$ cat src/rtl/tx_pkg.sv
package tx_pkg;
  typedef enum logic [1:0] {
    RATE_X1  = 2'b00,
    RATE_X16 = 2'b01,
    RATE_X64 = 2'b10,
    RATE_X64B = 2'b11
  } rate_sel_e;

  localparam int FRAME_OVERHEAD = 2;
endpackage

$ cat src/rtl/tx_hold_buf.sv
module tx_hold_buf #(
  parameter int DATA_W = 8
) (
  input  logic              clk,
  input  logic              rst,
  input  logic              wr_en,
  input  logic [DATA_W-1:0] wr_data,
  input  logic              take,
  output logic [DATA_W-1:0] data_q,
  output logic              full_q,
  output logic              ready_q
);
  always_ff @(posedge clk) begin
    if (rst) begin
      full_q  <= 1'b0;
      ready_q <= 1'b1;
      data_q  <= '0;
    end else if (take) begin
      full_q  <= 1'b0;
      ready_q <= 1'b1;
    end else if (wr_en && !full_q) begin
      data_q  <= wr_data;
      full_q  <= 1'b1;
      ready_q <= 1'b0;
    end
  end
endmodule

$ cat src/rtl/tx_bit_timer.sv
module tx_bit_timer #(
  parameter int CNT_W = 6
) (
  input  logic             clk,
  input  logic             rst,
  input  logic             restart,
  input  logic             run,
  input  logic             tick_en,
  input  logic [CNT_W-1:0] limit_m1,
  output logic             bit_end
);
  logic [CNT_W-1:0] cnt_q;

  assign bit_end = run && tick_en && (cnt_q == limit_m1);

  always_ff @(posedge clk) begin
    if (rst || restart) begin
      cnt_q <= '0;
    end else if (run && tick_en) begin
      if (bit_end) cnt_q <= '0;
      else         cnt_q <= cnt_q + 1'b1;
    end
  end
endmodule

$ cat src/rtl/tx_shifter.sv
module tx_shifter #(
  parameter int DATA_W = 8
) (
  input  logic              clk,
  input  logic              rst,
  input  logic              load,
  input  logic [DATA_W-1:0] load_data,
  input  logic              bit_end,
  output logic              busy_q,
  output logic              line_q
);
  localparam int FRAME_LEN = DATA_W + tx_pkg::FRAME_OVERHEAD;
  localparam int IDX_W     = $clog2(FRAME_LEN);
  localparam logic [IDX_W-1:0] LAST_IDX = IDX_W'(FRAME_LEN - 1);

  logic [DATA_W:0]  shreg_q;
  logic [IDX_W-1:0] idx_q;

  always_ff @(posedge clk) begin
    if (rst) begin
      busy_q  <= 1'b0;
      line_q  <= 1'b1;
      shreg_q <= '1;
      idx_q   <= '0;
    end else if (load) begin
      busy_q  <= 1'b1;
      line_q  <= 1'b0;
      shreg_q <= {1'b1, load_data};
      idx_q   <= '0;
    end else if (bit_end) begin
      if (idx_q == LAST_IDX) begin
        busy_q <= 1'b0;
        line_q <= 1'b1;
      end else begin
        line_q  <= shreg_q[0];
        shreg_q <= {1'b1, shreg_q[DATA_W:1]};
        idx_q   <= idx_q + 1'b1;
      end
    end
  end
endmodule

$ cat src/rtl/dbl_serial_tx.sv
module dbl_serial_tx #(
  parameter int DATA_W  = 8,
  parameter int FACT_LO = 1,
  parameter int FACT_MD = 16,
  parameter int FACT_HI = 64
) (
  input  logic              clk,
  input  logic              rst,
  input  logic              tick_en,
  input  logic [1:0]        div_sel,
  input  logic              wr_en,
  input  logic [DATA_W-1:0] wr_data,
  output logic              tx_out,
  output logic              buf_ready,
  output logic              all_sent
);
  import tx_pkg::*;

  localparam int CNT_W = (FACT_HI > 1) ? $clog2(FACT_HI) : 1;
  localparam logic [CNT_W-1:0] LIM_LO = CNT_W'(FACT_LO - 1);
  localparam logic [CNT_W-1:0] LIM_MD = CNT_W'(FACT_MD - 1);
  localparam logic [CNT_W-1:0] LIM_HI = CNT_W'(FACT_HI - 1);

  logic [DATA_W-1:0] hold_q;
  logic              hold_full;
  logic              busy;
  logic              load;
  logic              bit_end;
  logic [CNT_W-1:0]  limit_m1;

  always_comb begin
    case (rate_sel_e'(div_sel))
      RATE_X1:  limit_m1 = LIM_LO;
      RATE_X16: limit_m1 = LIM_MD;
      default:  limit_m1 = LIM_HI;
    endcase
  end

  assign load     = hold_full && !busy;
  assign all_sent = buf_ready && !busy;

  tx_hold_buf #(.DATA_W(DATA_W)) u_hold (
    .clk     (clk),
    .rst     (rst),
    .wr_en   (wr_en),
    .wr_data (wr_data),
    .take    (load),
    .data_q  (hold_q),
    .full_q  (hold_full),
    .ready_q (buf_ready)
  );

  tx_bit_timer #(.CNT_W(CNT_W)) u_timer (
    .clk      (clk),
    .rst      (rst),
    .restart  (load),
    .run      (busy),
    .tick_en  (tick_en),
    .limit_m1 (limit_m1),
    .bit_end  (bit_end)
  );

  tx_shifter #(.DATA_W(DATA_W)) u_shift (
    .clk       (clk),
    .rst       (rst),
    .load      (load),
    .load_data (hold_q),
    .bit_end   (bit_end),
    .busy_q    (busy),
    .line_q    (tx_out)
  );
endmodule

$ cat config.mk
export PLATFORM = sky130hd
export DESIGN_NAME = dbl_serial_tx
export DESIGN_NICKNAME = d
export VERILOG_FILES = /design/src/rtl/tx_pkg.sv /design/src/rtl/tx_hold_buf.sv /design/src/rtl/tx_bit_timer.sv /design/src/rtl/tx_shifter.sv /design/src/rtl/dbl_serial_tx.sv
export SDC_FILE = /design/constraint.sdc
export NUM_CORES = 1
export LEC_CHECK = 0
export BUFFER_PORTS_ARGS = -buffer_cell sky130_fd_sc_hd__buf_2
export CORE_MARGIN = 2
export CORE_UTILIZATION = 55
export CTS_CLUSTER_DIAMETER = 200
export CTS_CLUSTER_SIZE = 20
export DETAILED_ROUTE_END_ITERATION = 8
export HOLD_SLACK_MARGIN = 0.12
export PLACE_DENSITY_LB_ADDON = 0.2
export SYNTH_ARGS = -nofsm -noshare
export SYNTH_HDL_FRONTEND = slang
export SYNTH_SLANG_ARGS = --single-unit
$ cat constraint.sdc
create_clock -name clk -period 2.88 [get_ports clk]
set_clock_uncertainty 0.15 [all_clocks]
set_input_delay 0.432 -clock clk [delete_from_list [all_inputs] [get_ports clk]]
set_output_delay 0.432 -clock clk [all_outputs]
set_load 0.005 [all_outputs]
== Word level (Yosys, flattened, before mapping) ==
Index checks and enable logic that the tools add are counted.
Cells by class
  add/sub/neg operators: 2
  eq/ne operators: 4
  multiplexer cells: 11
  bitwise operators: 2
  reductions and logical operators: 16
Operator list (count)
  $mux W8: 3
  $pmux W6 S2: 1
  $reduce_and A2 Y1: 4
  $add A6 B1 Y6 const B: 1
  $eq A6 B6 Y1: 1
  $mux W1: 6
  $mux W6: 1
  $logic_and A1 B1 Y1: 5
  $add A4 B1 Y4 const B: 1
  $eq A4 B4 Y1 const B: 1
  $reduce_bool A2 Y1: 2
  $eq A2 B1 Y1 const B: 1
  $logic_not A1 Y1: 2
  $logic_not A2 Y1: 1
  $ne A2 B2 Y1 const B: 1
  $not A1 Y1: 2
  $reduce_or A2 Y1: 1
  $logic_or A1 B1 Y1: 1
Word-level totals
  flip-flop bits (word level): 30
  input port bits: 14
  output and inout bits: 3
  word-level logic and storage cells: 43

== Longest topological paths before layout ==
  depth after elaboration: 6
  mapped depth: 8
  depth with buffers taken out: 7

== Modules after synthesis ==
Synthesis repeated with hierarchy kept, for this count alone.
Second synthesis, totals
  cell total of the unflattened synthesis: 162
  area, all modules: 1506.4 um2
By module, submodules not included
  tx_shifter: instances 1, cells each 79, area each 673.1 um2, sequential area each 280.3 um2
  tx_hold_buf: instances 1, cells each 41, area each 439.2 um2, sequential area each 200.2 um2
  tx_bit_timer: instances 1, cells each 38, area each 371.6 um2, sequential area each 120.1 um2
  dbl_serial_tx: instances 1, cells each 4, area each 22.5 um2, sequential area each 0.0 um2

== Worst setup path before layout ==
Ideal clock, no wire load.
  path type: input-to-reg
  start: input div_sel[1]
  end: register u_shift.idx_q[3]
  library setup time: 0.071 ns
  arrival: 1.851 ns
  required time: 2.659 ns
  path slack: 0.808 ns
  stages: 6
  path buffers: 1
  cells stage by stage: nor2_1 -> or3_4 -> a2111o_1 -> buf_6 -> or3_1 -> a21oi_1
Between the ends
  cells in the longest elaborated chain, start to end: 5
  elaborated cells on any way between the ends: 6
  those cells by class: 2 x eq/ne; 1 x mux; 3 x reduce/logical
RTL lines
  from (decl): RTL line dbl_serial_tx.sv:10  | input logic [1:0] div_sel,
  $eq A2 B1 Y1 or $logic_not A2 Y1 (tied branches): RTL line dbl_serial_tx.sv:32  | case (rate_sel_e'(div_sel))
  $pmux W6 S2 *: RTL line dbl_serial_tx.sv:32
  $eq A6 B6 Y1 *: RTL line tx_bit_timer.sv:14  | assign bit_end = run && tick_en && (cnt_q == limit_m1);
  $logic_and A1 B1 Y1 *: RTL line tx_bit_timer.sv:14
  $reduce_and A2 Y1 (no line) *
  to (signal assigned): RTL line tx_shifter.sv:37  | idx_q <= idx_q + 1'b1;
  to (decl): RTL line tx_shifter.sv:17  | logic [IDX_W-1:0] idx_q;
Mark *: on every way between the ends. The rest lies on a longest branch, timed or not.
A chain may end at the register's enable or synchronous reset.

== Worst setup path in the final report ==
  start: register u_timer.cnt_q[0]
  end: register u_shift.idx_q[3]
Between the ends
  cells in the longest elaborated chain, start to end: 3
RTL lines
  from (decl): RTL line tx_bit_timer.sv:12  | logic [CNT_W-1:0] cnt_q;
  from (signal assigned): RTL line tx_bit_timer.sv:21  | else cnt_q <= cnt_q + 1'b1;
  $eq A6 B6 Y1: RTL line tx_bit_timer.sv:14
  $logic_and A1 B1 Y1: RTL line tx_bit_timer.sv:14
  $reduce_and A2 Y1 (no line)
No other way between the ends.

==> impl_metrics.yaml <==
power:
  netSwitchingPower_uw: 201
  p_sw_share_pct: 25.4
  power_frac_clock_pct: 32.7
  p_int_uw: 590
  p_seq_share_pct: 57.5
  total_power_uw: 791
  power_frac_comb_pct: 9.8
  power.leakage_uw: 0.000583
  ir_worst_vdd_uv: 367
  cellPowerDensity_nw_per_um2: 551
grt:
  grt_overflow_total: 0
  grt_max_degree: 21
  grt_usage_pct: 21.0
  grt_pass1_wl_um: 4140
  antenna_found_initial: 0
  grt_pass1_vias: 1007
worst_setup_path:
  path_cells: "nand2_1 -> or3_4 -> a2111o_1 -> or3_1 -> a21oi_1"
  path_max_fanout: 9
  worst-setup-path-type: "register to register"
  start_kind: "register"
  r2r-start: "u_timer.cnt_q[0]"
  crit_path_max_incr_delay_ns: 0.54
  reg2reg_to: "u_shift.idx_q[3]"
  reg2reg_slack_ns: 0.68
  startpoint: "u_timer.cnt_q[0]"
  critical_path_required_ns: 2.99
  critPathBufInv: 0
  path_depth: 5
  cp.arrival_ns: 2.31
  crit_family: "simple AND/OR/NAND/NOR gates"
  worstSetupEndpointType: "register"
  cp-endpoint: "u_shift.idx_q[3]"
  cp_slowest_cell: "a2111o_1"
  r2r_cells: 5
sta:
  slew_viol_final: 0
  worst_pin_slew_ns: 0.611
  slew_headroom_pct: 59.2
  grt_setup_unrepaired: "no"
  finalSetupTns_ns: 0
  period_share_pct: 76.5
  fmax_mhz: 454
  fin_crit_ns: 2.20
  final-hold-violation-count: 0
  setup-violations-final: 0
die:
  initial_core_util_pct: 58.3
  ios: 17
  die_h_um: 52.4
  die_w_um: 52.4
  core_area_um2: 2210
  rows: 17
  die_area_um2: 2750
drt:
  wl_um: 2400
  met2_length_um: 1120
  num_vias: 1110
  drcViolationCount: 0
  vias_per_cell: 5.39
  drtIter0Drc: 21
  wl_per_cell_um: 11.6
  met3WireLength_um: 120
  wirelength_met1_um: 1110
  drtAntennaViolNets: 0
  first_pass_iters: 4
  routed.top_layer: "met4"
clock_network:
  ctsResizeCount: 0
  cts_setup_buffers: 0
  cts_buffer_depth: 2
  hold_buffers: 0
  path_clk_slew_ns: 0.10
  cts_root_buf: "clkbuf_4"
  cts_tree: "built"
  cts_num_sinks: 30
  htreeDepth: 2
  insertion_delay_ns: 0.33
  cts_inserted_buffers: 5
run:
  max_cap_viol_count: 0
cells_and_area:
  final_net_count: 194
  drive_above_1_share_pct: 14.6
  diodes: 0
  synthToLayoutAreaGrowth_pct: 11.5
worst_hold_path:
  hp-class: "primary input to register"
place:
  io_buffers: 16
  gp_congestion: 0.799
  dpl.hpwl_um: 1830
logic_synthesis:
  syn-instance-count: 160
  yosysWarnings: 0
  ys_seq_area_share_pct: 46.6
  avgSynthCellArea_um2: 8.05
  ys_seq_elements: 30
  syn_nets: 177
  syn_area_um2: 1290
  synthDistinctLibCells: 29
run_status:
  outcome: "finished, final reports clean"
-- synthesized netlist by cell type (all sizes together) --
master / n / area [um^2]
inv: 4 / 15.0
nor2b: 4 / 25.0
and2: 1 / 6.26
nand3b: 1 / 7.51
a211oi: 9 / 67.6
nand2b: 2 / 12.5
or3: 3 / 23.8
nand3: 5 / 25.0
nand2: 26 / 97.6
dfxtp: 30 / 601
o22ai: 1 / 6.26
o211ai: 1 / 7.51
nor4: 1 / 6.26
ha: 3 / 37.5
a2111o: 1 / 11.3
buf: 3 / 20.0
xor2: 5 / 43.8
a21oi: 12 / 60.1
nor2: 24 / 90.1
a21o: 2 / 16.3
and3: 1 / 6.26
nor3: 10 / 50.1
nand4: 2 / 12.5
clkbuf: 4 / 15.0
o21ai: 5 / 25.0
-- metal layers --
| metal | global-route usage [%] | up-vias |
|---|---|---|
| met5 | 0 | - |
| met4 | 9.40 | 0 |
| met3 | 7.43 | 5 |
| met2 | 33.8 | 24 |
| met1 | 25.0 | 503 |
| li1 | - | 578 |
-- layout by cell type (no fill, tap or decap), drive strengths merged, types with 5 or more instances in the layout --
master and instances:
nand2 26, buf 17, dfxtp 30, clkbuf 7
nor2 24, o21ai 5, a211oi 9, xor2 5
nor3 10, a21oi 12, nand3 5
-- power by group through the flow --
stage / sequential, uW / combinational [uW] / clock, uW
2_1_floorplan: 461 / 55.8 / 0
3_3_place_gp: 463 / 74.3 / 0
3_5_place_dp: 464 / 78.2 / 0
4_1_cts: 454 / 78.3 / 262
5_1_grt: 458 / 90.2 / 283
6_report: 455 / 77.7 / 259
-- worst min-delay path by stage --
stage	start	end	cells after the start
after floorplan	u_hold.data_q[0]	u_hold.data_q[0]	2
after global placement	u_hold.data_q[3]	u_hold.data_q[3]	2
after detailed placement	u_hold.data_q[7]	u_hold.data_q[7]	2
after CTS	wr_data[7]	u_hold.data_q[7]	3
after global routing	wr_data[1]	u_hold.data_q[1]	3
final	wr_data[1]	u_hold.data_q[1]	3
-- cell type report --
class / count / area [um^2]
Clock buffer: 7 / 55.1
Clock inverter: 1 / 5.00
Fill cell: 205 / 776
Inverter: 4 / 15.0
Multi-Input combinational cell: 119 / 638
Sequential cell: 30 / 601
Tap cell: 28 / 35.0
Timing Repair Buffer: 17 / 87.6
-- logic make-up after synthesis --
logic type	Yosys count	synth area share, %
compound gates	31	15.0
xor+xnor	5	3.40
fa+ha+maj	3	2.91
buf+inv	11	3.88
flops	30	46.6
simple gates	80	28.2
-- through the flow --
step | cells | hold slack, ns | worst slack [ns] | utilization [%] | area (um^2)
final | 206 | 0.185 | 0.676 | 64.9 | 1440
after detailed placement | 198 | 0.303 | 0.603 | 62.2 | 1380
after global routing | 206 | 0.203 | 0.567 | 64.9 | 1440
after floorplan | 160 | 0.287 | 0.808 | - | 1290
after global placement | 198 | 0.294 | 0.664 | 62.2 | 1380
after CTS | 206 | 0.187 | 0.670 | 64.9 | 1440
-- state kept, by name (all words and copies together), names as in the netlist --
register and cells:
u_hold.data_q 8, u_shift.shreg_q 8, u_timer.cnt_q 6, u_shift.idx_q 4, u_hold.full_q 1, u_hold.ready_q 1
u_shift.busy_q 1, u_shift.line_q 1
-- worst reg2reg max path: cells and delay by family (launching register included) --
family	cells	cell delay, ns
simple gates	3	0.86
flops	1	0.45
compound gates	2	0.68
(Power assumes the default switching activity.)
